`src/rtl/rebootSeqPkg.sv`:
```
package rebootSeqPkg;

  localparam int unsigned DLY_MS_LONGEST = 2000;
  localparam logic [1:0]  DLY_CODE_RESET = 2'b10;

  typedef enum logic [1:0] {
    TGT_DEBOUNCE = 2'd0,
    TGT_FIRST    = 2'd1,
    TGT_SECOND   = 2'd2
  } tgtSel_e;

  typedef struct packed {
    logic    clrTimer;
    logic    latchCodes;
    tgtSel_e tgtSel;
  } ctlStrobe_t;

  function automatic int unsigned codeToMs(input logic [1:0] code);
    case (code)
      2'b00:   return 100;
      2'b01:   return 500;
      2'b10:   return 1000;
      default: return DLY_MS_LONGEST;
    endcase
  endfunction

endpackage

```
`src/rtl/rebootSeqDp.sv`:
```
module rebootSeqDp
  import rebootSeqPkg::*;
#(
  parameter int unsigned CYC_PER_MS  = 50000,
  parameter int unsigned DEB_MS      = 100,
  parameter int unsigned SYNC_STAGES = 2
) (
  input  logic       clk,
  input  logic       rstN,
  input  logic       pinRaw,
  input  logic [1:0] firstDly,
  input  logic [1:0] secondDly,
  input  ctlStrobe_t strobe,
  output logic       pinHigh,
  output logic       pinRise,
  output logic       timeUp
);

  localparam int unsigned MS_MAX = (DEB_MS > DLY_MS_LONGEST) ? DEB_MS : DLY_MS_LONGEST;
  localparam int unsigned MS_W   = $clog2(MS_MAX + 1);
  localparam int unsigned PRE_W  = $clog2(CYC_PER_MS + 1);
  localparam logic [PRE_W-1:0] PRE_LAST = PRE_W'(CYC_PER_MS - 1);
  localparam logic [MS_W-1:0]  MS_SAT   = '1;

  // synchroniser plus one extra stage for edge detection
  logic [SYNC_STAGES:0] syncChain;

  always_ff @(posedge clk or negedge rstN) begin
    if (!rstN) syncChain <= '0;
    else       syncChain <= {syncChain[SYNC_STAGES-1:0], pinRaw};
  end

  assign pinHigh = syncChain[SYNC_STAGES-1];
  assign pinRise = syncChain[SYNC_STAGES-1] & ~syncChain[SYNC_STAGES];

  // captured delay codes
  logic [1:0] firstQ, secondQ;

  always_ff @(posedge clk or negedge rstN) begin
    if (!rstN) begin
      firstQ  <= DLY_CODE_RESET;
      secondQ <= DLY_CODE_RESET;
    end else if (strobe.latchCodes) begin
      firstQ  <= firstDly;
      secondQ <= secondDly;
    end
  end

  // millisecond prescaler and millisecond counter
  logic [PRE_W-1:0] preCnt;
  logic [MS_W-1:0]  msCnt;

  always_ff @(posedge clk or negedge rstN) begin
    if (!rstN) begin
      preCnt <= '0;
      msCnt  <= '0;
    end else if (strobe.clrTimer) begin
      preCnt <= '0;
      msCnt  <= '0;
    end else if (preCnt == PRE_LAST) begin
      preCnt <= '0;
      if (msCnt != MS_SAT) msCnt <= msCnt + 1'b1;
    end else begin
      preCnt <= preCnt + 1'b1;
    end
  end

  logic [MS_W-1:0] msTarget;

  always_comb begin
    case (strobe.tgtSel)
      TGT_DEBOUNCE: msTarget = MS_W'(DEB_MS);
      TGT_FIRST:    msTarget = MS_W'(codeToMs(firstQ));
      default:      msTarget = MS_W'(codeToMs(secondQ));
    endcase
  end

  assign timeUp = (msCnt == msTarget);

endmodule

```
`src/rtl/rebootSeqCtl.sv`:
```
module rebootSeqCtl
  import rebootSeqPkg::*;
(
  input  logic       clk,
  input  logic       rstN,
  input  logic       pinHigh,
  input  logic       pinRise,
  input  logic       timeUp,
  input  logic       seqIdle,
  output ctlStrobe_t strobe,
  output logic       pwrOffReq,
  output logic       pwrOnReq,
  output logic       busy
);

  typedef enum logic [2:0] {
    ST_IDLE    = 3'd0,
    ST_DEB     = 3'd1,
    ST_FIRST   = 3'd2,
    ST_SECOND  = 3'd3,
    ST_ONWAIT  = 3'd4
  } state_e;

  state_e state, stateNext;
  logic   offNext, onNext;

  always_comb begin
    stateNext         = state;
    offNext           = 1'b0;
    onNext            = 1'b0;
    strobe.clrTimer   = 1'b0;
    strobe.latchCodes = 1'b0;
    strobe.tgtSel     = TGT_DEBOUNCE;
    case (state)
      ST_IDLE: begin
        strobe.clrTimer = 1'b1;
        if (pinRise) stateNext = ST_DEB;
      end
      ST_DEB: begin
        if (!pinHigh) begin
          stateNext = ST_IDLE;
        end else if (timeUp) begin
          stateNext         = ST_FIRST;
          strobe.clrTimer   = 1'b1;
          strobe.latchCodes = 1'b1;
        end
      end
      ST_FIRST: begin
        strobe.tgtSel = TGT_FIRST;
        if (timeUp) begin
          stateNext       = ST_SECOND;
          strobe.clrTimer = 1'b1;
          offNext         = 1'b1;
        end
      end
      ST_SECOND: begin
        strobe.tgtSel = TGT_SECOND;
        if (timeUp) stateNext = ST_ONWAIT;
      end
      ST_ONWAIT: begin
        strobe.tgtSel = TGT_SECOND;
        if (seqIdle) begin
          stateNext = ST_IDLE;
          onNext    = 1'b1;
        end
      end
      default: stateNext = ST_IDLE;
    endcase
  end

  always_ff @(posedge clk or negedge rstN) begin
    if (!rstN) begin
      state     <= ST_IDLE;
      pwrOffReq <= 1'b0;
      pwrOnReq  <= 1'b0;
      busy      <= 1'b0;
    end else begin
      state     <= stateNext;
      pwrOffReq <= offNext;
      pwrOnReq  <= onNext;
      busy      <= (stateNext != ST_IDLE);
    end
  end

endmodule

```
`src/rtl/rebootSequencer.sv`:
```
module rebootSequencer
  import rebootSeqPkg::*;
#(
  parameter int unsigned CYC_PER_MS  = 50000,
  parameter int unsigned DEB_MS      = 100,
  parameter int unsigned SYNC_STAGES = 2
) (
  input  logic       clk,
  input  logic       rstN,
  input  logic       rebootPin,
  input  logic [1:0] firstDly,
  input  logic [1:0] secondDly,
  input  logic       seqIdle,
  output logic       pwrOffReq,
  output logic       pwrOnReq,
  output logic       busy
);

  ctlStrobe_t strobe;
  logic       pinHigh, pinRise, timeUp;

  rebootSeqDp #(
    .CYC_PER_MS (CYC_PER_MS),
    .DEB_MS     (DEB_MS),
    .SYNC_STAGES(SYNC_STAGES)
  ) uDp (
    .clk      (clk),
    .rstN     (rstN),
    .pinRaw   (rebootPin),
    .firstDly (firstDly),
    .secondDly(secondDly),
    .strobe   (strobe),
    .pinHigh  (pinHigh),
    .pinRise  (pinRise),
    .timeUp   (timeUp)
  );

  rebootSeqCtl uCtl (
    .clk      (clk),
    .rstN     (rstN),
    .pinHigh  (pinHigh),
    .pinRise  (pinRise),
    .timeUp   (timeUp),
    .seqIdle  (seqIdle),
    .strobe   (strobe),
    .pwrOffReq(pwrOffReq),
    .pwrOnReq (pwrOnReq),
    .busy     (busy)
  );

endmodule

```
`config.mk`:
```
export PLATFORM = sky130hd
export DESIGN_NAME = rebootSequencer
export DESIGN_NICKNAME = d
export VERILOG_FILES = /design/src/rtl/rebootSeqPkg.sv /design/src/rtl/rebootSeqDp.sv /design/src/rtl/rebootSeqCtl.sv /design/src/rtl/rebootSequencer.sv
export SDC_FILE = /design/constraint.sdc
export NUM_CORES = 1
export LEC_CHECK = 0
export BUFFER_PORTS_ARGS = -buffer_cell sky130_fd_sc_hd__buf_2
export CAP_MARGIN = 20
export CORE_MARGIN = 10
export CORE_UTILIZATION = 60
export CTS_CLUSTER_DIAMETER = 80
export CTS_CLUSTER_SIZE = 14
export DETAILED_ROUTE_END_ITERATION = 7
export PLACE_DENSITY = 0.88
export SLEW_MARGIN = 25
export SYNTH_ARGS = -nofsm -noshare
export SYNTH_HDL_FRONTEND = slang
export SYNTH_SLANG_ARGS = --single-unit
```
`constraint.sdc`:
```
create_clock -name clk -period 3.3 [get_ports clk]
set_clock_uncertainty 0.15 [all_clocks]
set_input_delay 0.33 -clock clk [delete_from_list [all_inputs] [get_ports clk]]
set_output_delay 0.33 -clock clk [all_outputs]
set_load 0.02 [all_outputs]
```
==> run_results.csv <==
group,metric,value,unit
layout,fillCellCount,261,
status,failed_checks,"hold timing",
yosys,syn_area,2190,µm²
yosys,ys_seq_area_frac,0.458,
layout,nNetsFinal,242,
drt,ant_nets,0,
grt,grt_pass1_wl,6980,µm
clocking,clockRootBuffer,"clkbuf_8",
worst_setup_path,slowest_stage,"dfrtp_1",
worst_setup_path,required,3.33,ns
grt,track_usage,0.137,
drt,wl_per_cell,14.0,µm
sta,hold_ws,-0.0141,ns
layout,drive_above_1_share,0.181,
yosys,synth_cell_type_count,50,
die,core-area,3440,µm²
worst_setup_path,path_class,"reg2reg",
yosys,synth-seq-cells,40,
drt,route.vias.total,1574,
worst_setup_path,reg2reg_to,"uDp.preCnt[3]",
layout,layout_commonest_cell,"dfrtp_1",
clocking,clock_path_buffers,2,
worst_setup_path,cp_top_family,"compound AO/OA/AOI/OAI gates",
clocking,post_cts_buffers,0,
worst_setup_path,critPathMaxStageDelay,0.53,ns
worst_setup_path,crit_end,"uDp.preCnt[3]",
yosys,synth-async-reset-ratio,1.00,
clocking,path_clk_slew,0.07,ns
grt,grt_start_max_net_pins,41,
die,start_util,0.637,
layout,diodes,0,
grt,grt-ovfl-total,0,
clocking,clock_latency,0.29,ns
sta,relSlewSlack,0.436,
worst_setup_path,path_cells,"and4bb_2 > mux2_2 > o221a_2 > a2111oi_4 > nand2_1 > o32ai_2 > buf_4 > nor2_1",
drt,post_drt_via_cell_ratio,5.66,
grt,antenna_found_initial,0,
power,p_clk_frac,0.375,
drt,first_pass_iters,4,
layout,syn2layout_area_growth,7.70,%
sta,hold_viol,11,
sta,fin_tns_setup,0,ns
layout,register_area,1000,µm²
power,p_leak,0.975,nW
placement,hpwl,2870,µm
worst_setup_path,startpoint,"uCtl.state[0]",
clocking,clock-sinks,40,
yosys,syn_inst,217,
die,die_y,80.5,µm
worst_setup_path,crit_arrival,3.06,ns
grt,grt_pass1_vias,1622,
power,pwr-share-comb,0.046,
power,power_density,372,nW/µm²
layout,multiInputGateArea,1110,µm²
power,finalPower,0.000878,W
yosys,syn-num-nets,228,
job,max_cap_violations,0,
power,ir_drop,0.000299,V
die,num_rows,21,
worst_setup_path,crit_fanout,14,
placement,port_buffers,10,
worst_setup_path,cp.depth,8,
status,status,"finished, violations left",
clocking,cts_buffers,5,
sta,slew_violations,0,
drt,post-route-drc-count,0,
worst_setup_path,critPathCaptureType,"flop",
worst_setup_path,cp_num_buf_inv,1,
sta,setup_viol_count_final,0,
power,seq_power_share,0.579,
layout,layout_common_cells,"dfrtp_1 (38), nor2_1 (34), nand2_1 (22)",
die,ios,11,
power,p_sw_frac,0.220,
worst_setup_path,r2r_start,"uCtl.state[0]",
sta,clock.fmax,330,MHz
min_path,hold_class,"in2async",
die,dieWidth,80.5,µm
clocking,htreeDepth,2,
yosys,synth-edff-count,0,
yosys,ys_warn_count,0,
drt,drt-initial-drc-count,111,
placement,place.gp.congestion,0.855,
sta,period_share,0.919,
yosys,synthFlopType,"dfrtp_1",
worst_setup_path,r2r_slack,0.27,ns
worst_setup_path,start_kind,"flop",
drt,wirelength,3900,µm
yosys,avgSynthCellArea,10.1,µm²
clocking,cts_tree,"done",
power,p_int,0.000685,W
die,dieArea,6470,µm²
sta,rsz0062_at_grt,"no",
sta,worst_pin_slew,0.846,ns
worst_setup_path,r2r_cells,8,
power,power.switching,0.000193,W
sta,period_minus_slack,3.03,ns
[metal layers]
metal  share of wire  wire (µm)  global-route usage
met5               0          0                   0
met4           0.020         79              0.0827
met1            0.44       1730               0.145
met3           0.053        208              0.0579
met2            0.48       1880               0.222
[stage by stage]
stage | setup slack, ns | hold WS (ns) | instance area, µm² | utilization | cells
after floorplan | 0.730 | -0.116 | 2190 | - | 217
after global placement | 0.436 | 0.181 | 2260 | 0.657 | 269
after detailed placement | 0.283 | 0.190 | 2260 | 0.657 | 269
after CTS | 0.266 | 0.0156 | 2360 | 0.686 | 278
after global routing | 0.0805 | 0.0337 | 2360 | 0.686 | 278
final | 0.267 | -0.0141 | 2360 | 0.686 | 278
[sequential cells by signal, indices dropped and copies added, names as in the netlist]
register        count
uCtl.busy           1
uCtl.pwrOffReq      1
uCtl.pwrOnReq       1
uCtl.state          3
uDp.firstQ          2
uDp.msCnt          11
uDp.preCnt         16
uDp.secondQ         2
uDp.syncChain       3
[worst min path at each step]
stage                     slack [ns]                to
after floorplan                -0.12         uCtl.busy
after global placement          0.18  uDp.syncChain[1]
after detailed placement        0.19  uDp.syncChain[1]
after CTS                       0.02    uDp.secondQ[0]
after global routing            0.03      uDp.msCnt[8]
final                          -0.01     uDp.firstQ[0]
[power groups by stage]
stage	Clock [W]	Sequential [W]	Combinational [W]
CTS	0.000335	0.000508	0.0000413
global route	0.000359	0.000509	0.0000459
finish	0.000330	0.000508	0.0000401
global placement	0	0.000517	0.0000391
detailed placement	0	0.000518	0.0000402
floorplan	0	0.000514	0.0000250
[kinds of logic (layout without fill, tap and decap cells)]
logic type	after synthesis	in the layout	synth area share
flops	40	40	0.458
compound gates	26	26	0.106
mux	8	8	0.0399
simple gates	105	105	0.252
xor+xnor	23	23	0.0918
buf+inv	12	27	0.0365
fa+ha+maj	3	3	0.0171
[cells in the mapped netlist, drive strengths merged, types with 2 or more instances]
master / n / area, µm²
o21bai: 2 / 15.0
nand3: 12 / 65.1
nor3b: 6 / 61.3
xor2: 13 / 114
and3: 3 / 18.8
nor3: 6 / 30.0
nand2: 22 / 82.6
and4: 2 / 17.5
o22ai: 2 / 12.5
mux2: 6 / 67.6
dfstp: 2 / 52.6
ha: 3 / 37.5
and2: 2 / 12.5
inv: 5 / 18.8
nor2b: 2 / 12.5
or2: 3 / 18.8
o21a: 2 / 15.0
a211oi: 3 / 22.5
dfrtp: 38 / 951
a21oi: 4 / 20.0
a31oi: 2 / 27.5
buf: 6 / 57.6
nor2: 34 / 128
mux2i: 2 / 20.0
nand2b: 2 / 12.5
o21ai: 3 / 18.8
nand4: 5 / 31.3
xnor2: 10 / 87.6
[timing repair]
| item | CTS | global route |
|---|---|---|
| hold buffers | 1 | 0 |
| endpoints found under the hold margin | 1 | 0 |
| resized for setup | 0 | 0 |
[layout make-up]
type / instances / share of cell area
tap: 46 / 0.0244
timing repair buffer: 14 / 0.0350
multi-input combinational: 165 / 0.470
clock buffer: 8 / 0.0381
sequential: 40 / 0.425
inverter: 5 / 0.00794
Note: power is estimated with default switching activity, not from simulation.
